`src/rtl/wos_pkg.sv`:
```
package wos_pkg;
  typedef enum logic {OP_PROG = 1'b0, OP_ERASE = 1'b1} op_e;
  typedef enum logic [1:0] {RD_ARRAY = 2'd0, RD_ACTIVE = 2'd1, RD_SUSP = 2'd2} rd_mode_e;
  // bit positions decoded by the host
  localparam int unsigned BIT_POLL = 7;
  localparam int unsigned BIT_TOG  = 6;
  localparam int unsigned BIT_ERR  = 5;
  localparam int unsigned BIT_TMO  = 3;
  localparam int unsigned BIT_ETOG = 2;
endpackage

```
`src/rtl/wos_edge.sv`:
```
module wos_edge (
  input  logic clk_i,
  input  logic rst_ni,
  input  logic strobe_i,
  output logic rise_o
);
  logic prev_q;
  always_ff @(posedge clk_i or negedge rst_ni) begin
    if (!rst_ni) prev_q <= 1'b0;
    else         prev_q <= strobe_i;
  end
  assign rise_o = strobe_i & ~prev_q;
endmodule

```
`src/rtl/wos_sector_hit.sv`:
```
module wos_sector_hit #(
  parameter int unsigned NSEC = 11,
  parameter int unsigned SW   = 4
) (
  input  logic [NSEC-1:0] sel_map_i,
  input  logic [SW-1:0]   sector_i,
  output logic            hit_o
);
  logic [NSEC-1:0] match;
  for (genvar i = 0; i < NSEC; i++) begin : g_sec
    assign match[i] = sel_map_i[i] && (sector_i == SW'(i));
  end
  assign hit_o = |match;
endmodule

```
`src/rtl/wos_toggle.sv`:
```
module wos_toggle (
  input  logic clk_i,
  input  logic rst_ni,
  input  logic en_tog_i,
  input  logic en_etog_i,
  output logic tog_q_o,
  output logic etog_q_o,
  output logic tog_nx_o,
  output logic etog_nx_o
);
  logic tog_q, etog_q;
  assign tog_nx_o  = tog_q ^ en_tog_i;
  assign etog_nx_o = etog_q ^ en_etog_i;
  always_ff @(posedge clk_i or negedge rst_ni) begin
    if (!rst_ni) begin
      tog_q  <= 1'b0;
      etog_q <= 1'b0;
    end else begin
      tog_q  <= tog_nx_o;
      etog_q <= etog_nx_o;
    end
  end
  assign tog_q_o  = tog_q;
  assign etog_q_o = etog_q;
endmodule

```
`src/rtl/wos_compose.sv`:
```
module wos_compose
  import wos_pkg::*;
#(
  parameter int unsigned DW = 16
) (
  input  rd_mode_e        mode_i,
  input  op_e             op_i,
  input  logic            tgt_bit_i,
  input  logic            exceed_i,
  input  logic            tmo_i,
  input  logic            tog_i,
  input  logic            etog_i,
  input  logic [DW-1:0]   array_i,
  output logic [DW-1:0]   word_o
);
  always_comb begin
    word_o = '0;
    unique case (mode_i)
      RD_ACTIVE: begin
        word_o[BIT_POLL] = (op_i == OP_PROG) ? ~tgt_bit_i : 1'b0;
        word_o[BIT_TOG]  = tog_i;
        word_o[BIT_ERR]  = exceed_i;
        word_o[BIT_TMO]  = (op_i == OP_ERASE) & tmo_i;
        word_o[BIT_ETOG] = etog_i;
      end
      RD_SUSP: begin
        word_o[BIT_POLL] = 1'b1;
        word_o[BIT_TOG]  = tog_i;
        word_o[BIT_ETOG] = etog_i;
      end
      default: word_o = array_i;
    endcase
  end
endmodule

```
`src/rtl/wos_status_gen.sv`:
```
module wos_status_gen
  import wos_pkg::*;
#(
  parameter int unsigned NSEC = 11,
  parameter int unsigned DW   = 16,
  localparam int unsigned SW  = (NSEC > 1) ? $clog2(NSEC) : 1
) (
  input  logic            clk_i,
  input  logic            rst_ni,
  input  logic            op_i,
  input  logic            busy_i,
  input  logic            susp_i,
  input  logic [NSEC-1:0] sel_map_i,
  input  logic [SW-1:0]   rd_sector_i,
  input  logic            rd_strobe_i,
  input  logic            tgt_bit_i,
  input  logic            tmo_expired_i,
  input  logic            exceed_i,
  input  logic [DW-1:0]   array_data_i,
  output logic [DW-1:0]   status_o,
  output logic            ry_by_o
);
  op_e      op;
  rd_mode_e mode;
  logic     rise, hit, active;
  logic     tog6_q, tog2_q, tog6_nx, tog2_nx;
  logic [DW-1:0] word;

  assign op     = op_e'(op_i);
  assign active = busy_i & ~susp_i;

  wos_edge u_edge (
    .clk_i(clk_i), .rst_ni(rst_ni), .strobe_i(rd_strobe_i), .rise_o(rise)
  );

  wos_sector_hit #(.NSEC(NSEC), .SW(SW)) u_hit (
    .sel_map_i(sel_map_i), .sector_i(rd_sector_i), .hit_o(hit)
  );

  always_comb begin
    if (active)                mode = RD_ACTIVE;
    else if (busy_i && hit)    mode = RD_SUSP;
    else                       mode = RD_ARRAY;
  end

  wos_toggle u_tog (
    .clk_i    (clk_i),
    .rst_ni   (rst_ni),
    .en_tog_i (rise & active),
    .en_etog_i(rise & busy_i & hit & (op == OP_ERASE)),
    .tog_q_o  (tog6_q),
    .etog_q_o (tog2_q),
    .tog_nx_o (tog6_nx),
    .etog_nx_o(tog2_nx)
  );

  wos_compose #(.DW(DW)) u_comp (
    .mode_i(mode), .op_i(op), .tgt_bit_i(tgt_bit_i), .exceed_i(exceed_i),
    .tmo_i(tmo_expired_i), .tog_i(tog6_nx), .etog_i(tog2_nx),
    .array_i(array_data_i), .word_o(word)
  );

  always_ff @(posedge clk_i or negedge rst_ni) begin
    if (!rst_ni)   status_o <= '0;
    else if (rise) status_o <= word;
  end

  assign ry_by_o = ~active;
endmodule

```
`config.mk`:
```
export PLATFORM = sky130hd
export DESIGN_NAME = wos_status_gen
export DESIGN_NICKNAME = d
export VERILOG_FILES = /design/src/rtl/wos_pkg.sv /design/src/rtl/wos_edge.sv /design/src/rtl/wos_sector_hit.sv /design/src/rtl/wos_toggle.sv /design/src/rtl/wos_compose.sv /design/src/rtl/wos_status_gen.sv
export SDC_FILE = /design/constraint.sdc
export NUM_CORES = 1
export LEC_CHECK = 0
export ABC_AREA = 1
export ABC_CLOCK_PERIOD_IN_PS = 1880
export BUFFER_PORTS_ARGS = -buffer_cell sky130_fd_sc_hd__buf_2
export CAP_MARGIN = 20
export CORE_MARGIN = 8
export CORE_UTILIZATION = 45
export CTS_CLUSTER_SIZE = 20
export DETAILED_ROUTE_END_ITERATION = 8
export PLACE_DENSITY = 0.78
export SYNTH_ARGS = -nofsm -noshare
export SYNTH_HDL_FRONTEND = slang
export SYNTH_HIERARCHICAL = 1
export SYNTH_SLANG_ARGS = --single-unit
```
`constraint.sdc`:
```
create_clock -name clk_i -period 1.88 [get_ports clk_i]
set_input_delay 0.188 -clock clk_i [delete_from_list [all_inputs] [get_ports clk_i]]
set_output_delay 0.188 -clock clk_i [all_outputs]
set_load 0.05 [all_outputs]
```
## Word-level counts from Yosys, hierarchy flattened

Cells that the tools add are included.

- Latch bits: 0
- Register bits: 19
- Memory bits (read-only): 0
- Bits in writable memories: 0
- Logic and storage cells: 54
- Output and inout bits: 17
- Memories kept: 0
- Input port bits: 40

- Reductions and logical operators: 15
- Equal/unequal tests: 12
- $add $sub $neg: 0
- Bitwise gates (word level): 13
- Multiply operators: 0
- $lt $le $gt $ge: 0
- Div/mod/pow operators: 0
- Shift operators: 0
- Multiplexer cells: 10

Operators by type and width:

| kind | count |
|---|---|
| 4-bit by 3-bit == test with 1-bit output (second input constant) | 4 |
| 4-bit == test (second input constant) | 3 |
| 1-bit logical AND | 12 |
| 11-bit OR reduction | 1 |
| 4-bit by 2-bit == test with 1-bit output (second input constant) | 2 |
| 8-bit 2-to-1 mux | 1 |
| 1-bit bitwise AND | 7 |
| 2-bit 2-to-1 mux | 3 |
| 4-bit by 1-bit == test with 1-bit output (second input constant) | 1 |
| 4-bit zero test | 1 |
| 1-bit inverter | 4 |
| 1-bit case mux with 2 select lines | 2 |
| 2-bit case mux with 2 select lines | 1 |
| 1-bit 2-to-1 mux | 3 |
| 2-bit by 1-bit == test with 1-bit output (second input constant) | 1 |
| 2-bit == test (second input constant) | 1 |
| 2-bit OR reduction | 1 |
| 1-bit bitwise XOR | 2 |

## Longest topological paths before layout

- Depth after elaboration: 9
- Gate-level depth with buffers: 14
- Mapped depth without buffers: 14

## Cells and area by module

Netlist, hierarchy kept.

By module, submodules not included:

| module | cells an instance | instances | area an instance (µm²) | sequential area each (µm²) |
|---|---|---|---|---|
| wos_status_gen | 76 | 1 | 678.2 | 400.4 |
| wos_compose | 48 | 1 | 246.5 | 0.0 |
| wos_sector_hit | 26 | 1 | 116.4 | 0.0 |
| wos_toggle | 12 | 1 | 87.6 | 50.0 |
| wos_edge | 3 | 1 | 35.0 | 25.0 |

## Least setup slack after synthesis

Ideal clock, no wire load.

- Path kind: input port to flip-flop
- From: input port susp_i
- To: register status_o[0]
- Slack: 203 ps
- Buffers on the path: 2
- Library setup time: 119 ps
- Required time: 1761 ps
- Data arrival time: 1558 ps
- Stages: 11
- Path through: inv_1 > nand2_1 > inv_1 > inv_1 > ha_1 > buf_6 > buf_12 > nand2_1 > inv_1 > nand2_1 > nand2_1

- Word-level cells in the longest chain between the ends: 6
- Elaborated cells between the ends (all ways): 7
- Classes of those cells: eq/ne: 2; mux: 2; bitwise: 2; reduce/logical: 1

RTL lines:

| item | line | text |
|---|---|---|
| from (decl) | wos_status_gen.sv:12 | `input logic susp_i,` |
| 1-bit inverter * | wos_status_gen.sv:30 | `assign active = busy_i & ~susp_i;` |
| 1-bit bitwise AND * | wos_status_gen.sv:30 |  |
| via active | wos_status_gen.sv:25 | `logic rise, hit, active;` |
| 2-bit 2-to-1 mux * | wos_status_gen.sv:41 | `if (active) mode = RD_ACTIVE;` |
| 2-bit by 1-bit == test with 1-bit output / 2-bit == test (equally long branches) | wos_compose.sv:18 | `unique case (mode_i)` |
| 2-bit OR reduction (no line) * | - |  |
| 2-bit 2-to-1 mux * | wos_compose.sv:18 |  |
| via word[0] | wos_status_gen.sv:27 | `logic [DW-1:0] word;` |
| to (signal assigned) | wos_status_gen.sv:65 | `else if (rise) status_o <= word;` |
| to (decl) | wos_status_gen.sv:20 | `output logic [DW-1:0] status_o,` |

Mark *: on every way through the listed nets, which the timed path passes. The rest lies on a longest branch.
A chain may end at the register's enable or synchronous reset.

## Worst setup path in the final report

- From: input port rd_strobe_i
- To: register status_o[6]

- Word-level cells in the longest chain between the ends: 4

RTL lines:

| item | line | text |
|---|---|---|
| from (decl) | wos_status_gen.sv:15 | `input logic rd_strobe_i,` |
| 1-bit bitwise AND | wos_edge.sv:12 | `assign rise_o = strobe_i & ~prev_q;` |
| via rise | wos_status_gen.sv:25 |  |
| 1-bit bitwise AND | wos_status_gen.sv:49 | `.en_tog_i (rise & active),` |
| 1-bit bitwise XOR | wos_toggle.sv:12 | `assign tog_nx_o = tog_q ^ en_tog_i;` |
| via tog6_nx | wos_status_gen.sv:26 | `logic tog6_q, tog2_q, tog6_nx, tog2_nx;` |
| 2-bit case mux with 2 select lines | wos_compose.sv:18 |  |
| via word[6] | wos_status_gen.sv:27 |  |

The timed path passes the listed nets, and every way through them passes these cells.

==> metrics.txt <==
1st-pass router iterations=4; gpl congestion=0.7808; max-slew violations=0; Clock Latency Late Sink=290 ps; drt wl/cell=11.28 µm; worst setup path startpoint=rd_strobe_i; TritonCTS clock tree=yes; detailed placement HPWL=2248 µm; post-route ant nets=0; max-cap viol count=0; vias in the first global route=1,044; via count=1,132; most frequent cells in the layout=79 x nand2_1, 56 x buf_2, 21 x inv_1; outcome=finished clean; commonest non-fill, non-tap cell in the layout=nand2_1; crit start category=input port; Total Routed Length=2864 µm; largest family of logic cells by synthesized area=simple AND/OR/NAND/NOR gates; Reg area=475.5 µm²; CTS Buf Count=3; CP max FO=17; CTS sink count=19; multi-input logic area=516.7 µm²; Area Overhead vs Synth=26.56%; grt ovf=0; die area=0.004469 mm²; crit share post-route=82.70%; Yosys Warn Count=6; drt via density=4.457; leakage=0.9458 nW; clk slew on worst S/H paths=110 ps; Hold Crit Class=in2reg; final hold slack=175.0 ps; Fill cells=254; cell area power density=784.3 mW/mm²; DRC=0; gr usage total=12.42%; Post-Syn Nets=208; setup violators final=0; Reg-to-Reg Start=u_edge/prev_q$_DFF_PN0_; cell count of the worst reg-to-reg path=9; Final nets=268; H-tree levels=1; Die Height=66.85 µm; clock skew=1.485 ps; fraction of layout instances using a drive strength above 1=33.48%; cell area after synthesis=0.001164 mm²; simple-gate share of the synthesized area=38.39%; Cells after Synth=165; first-pass GRT wire length=4505 µm; IO buf count=56; min-delay src=array_data_i[0]; xor/xnor cell area share of the yosys netlist=0%; syn avg cell area=7.052 µm²; complex-gate fraction of the synthesized area=2.796%; relative slew slack=71.00%; post-synthesis mux area share=0%; largest net degree at the start of global routing=20; Initial Util=47.40%; Clock Tree Buf Depth=2; drt initial violations=58; worst path required time=2120 ps; Yosys reg bits=19; Reg-to-Reg End=status_o[6]$_DFFE_PN0P_; CTS root buf=clkbuf_4; critical path endpoint category=register; register area share after synthesis=40.86%; Setup TNS Final=0 ps; final-report hold violation count=0; setup bufs post-CTS=0; Worst VDD drop=0.0004112 V; Max Freq=643.2 MHz; Antenna diodes=0; adder-cell share of the synthesized area=3.226%; I/O Pins=57; Critical Path AT=1800 ps; antenna violations before repair=0; RSZ-0062 raised after global routing=false; Crit Path Class=in2reg; crit path to=status_o[6]$_DFFE_PN0P_; # rows=18; core area=0.002455 mm²; post-layout min period=1555 ps; Cell variety after synth=18; R2R setup slack=480 ps; Worst-Margin Slew=434.9 ps; Die W=66.85 µm
-- where the power goes --
group | total (W) | internal, W | switching, W
Combinational | 0.000445 | 0.000125 | 0.000320
Clock | 0.000210 | 0.0000824 | 0.000128
Sequential | 0.000500 | 0.000468 | 0.0000322
Total | 0.00116 | 0.000676 | 0.000480
-- what timing repair did --
action | in CTS | in global routing
hold buffers | 1 | 1
endpoints found under the hold margin | 19 | 1
resized for setup | 0 | 0
-- synth_stat cells --
library cell / count / area share [%]
o21ai_2: 1 / 0.75
nand3_1: 13 / 5.6
buf_12: 2 / 3.4
inv_1: 21 / 6.8
nor2_4: 1 / 0.97
dfrtp_1: 19 / 41
buf_6: 2 / 1.9
o21ai_1: 2 / 0.86
a21oi_2: 1 / 0.75
inv_2: 3 / 0.97
o21ai_0: 1 / 0.43
buf_4: 1 / 0.65
inv_8: 1 / 0.97
nor2_1: 8 / 2.6
ha_1: 3 / 3.2
nand2_2: 5 / 2.7
nand2_1: 79 / 25
nor2_2: 2 / 1.1
-- kinds of logic (layout without fill, tap and decap cells) --
| group | after synthesis | after routing |
|---|---|---|
| compound gates | 5 | 5 |
| buf+inv | 30 | 89 |
| fa+ha+maj | 3 | 3 |
| simple gates | 108 | 108 |
| flops | 19 | 19 |
-- layer usage --
metal  global-route usage, %  routed length [µm]  vias to the layer above
li1                        -                   -                      611
met1                   15.25                1335                      474
met2                   19.83                1231                       45
met3                   3.859                 265                        2
met4                   4.700                  31                        0
met5                       0                   0                        -
-- worst min path at each step --
stage                                     endpoint  slack, ps  cells past startpoint
final                      status_o[0]$_DFFE_PN0P_        180                      5
after global routing       status_o[0]$_DFFE_PN0P_        180                      5
after CTS                  u_edge/prev_q$_DFF_PN0_          4                      1
after detailed placement  status_o[14]$_DFFE_PN0P_        150                      1
after global placement    status_o[14]$_DFFE_PN0P_        150                      1
after floorplan            status_o[0]$_DFFE_PN0P_       -110                      0
-- critical path, stage by stage --
cell and delay [ps]:
dlygate4sd3_1 530, buf_2 110, inv_1 40, nor2_2 260
inv_8 120, nor2_4 120, nand2_1 60, nand2_1 100
nand2_2 60, o21ai_2 90, nand2_1 50, nand2_1 60
-- registers in the layout, summed over array words and instances, names as in the netlist --
name and flops:
u_tog/etog_q_o 1, status_o 16, u_edge/prev_q 1, u_tog/tog_q_o 1
-- per-stage QoR --
stage          utilization [%]  power [W]  cells  instance area (µm²)  worst slack, ps
6_report                 59.99   0.001155    254                 1473            325.3
4_1_cts                  59.58   0.001165    253                 1463            394.3
3_3_place_gp             58.10  0.0009474    248                 1426            131.4
2_1_floorplan                -  0.0008349    165                 1164            202.5
3_5_place_dp             58.10  0.0009544    248                 1426            76.52
5_1_grt                  59.99   0.001225    254                 1473            178.0
-- final cells by class --
class,instances,area share (%)
inverters,25,6.882
repair buffers,60,21.41
flip-flops and latches,19,32.29
multi-input cells,116,35.09
clock buffers,4,1.784
well taps,30,2.549
Power figures use the tool's default switching activity.
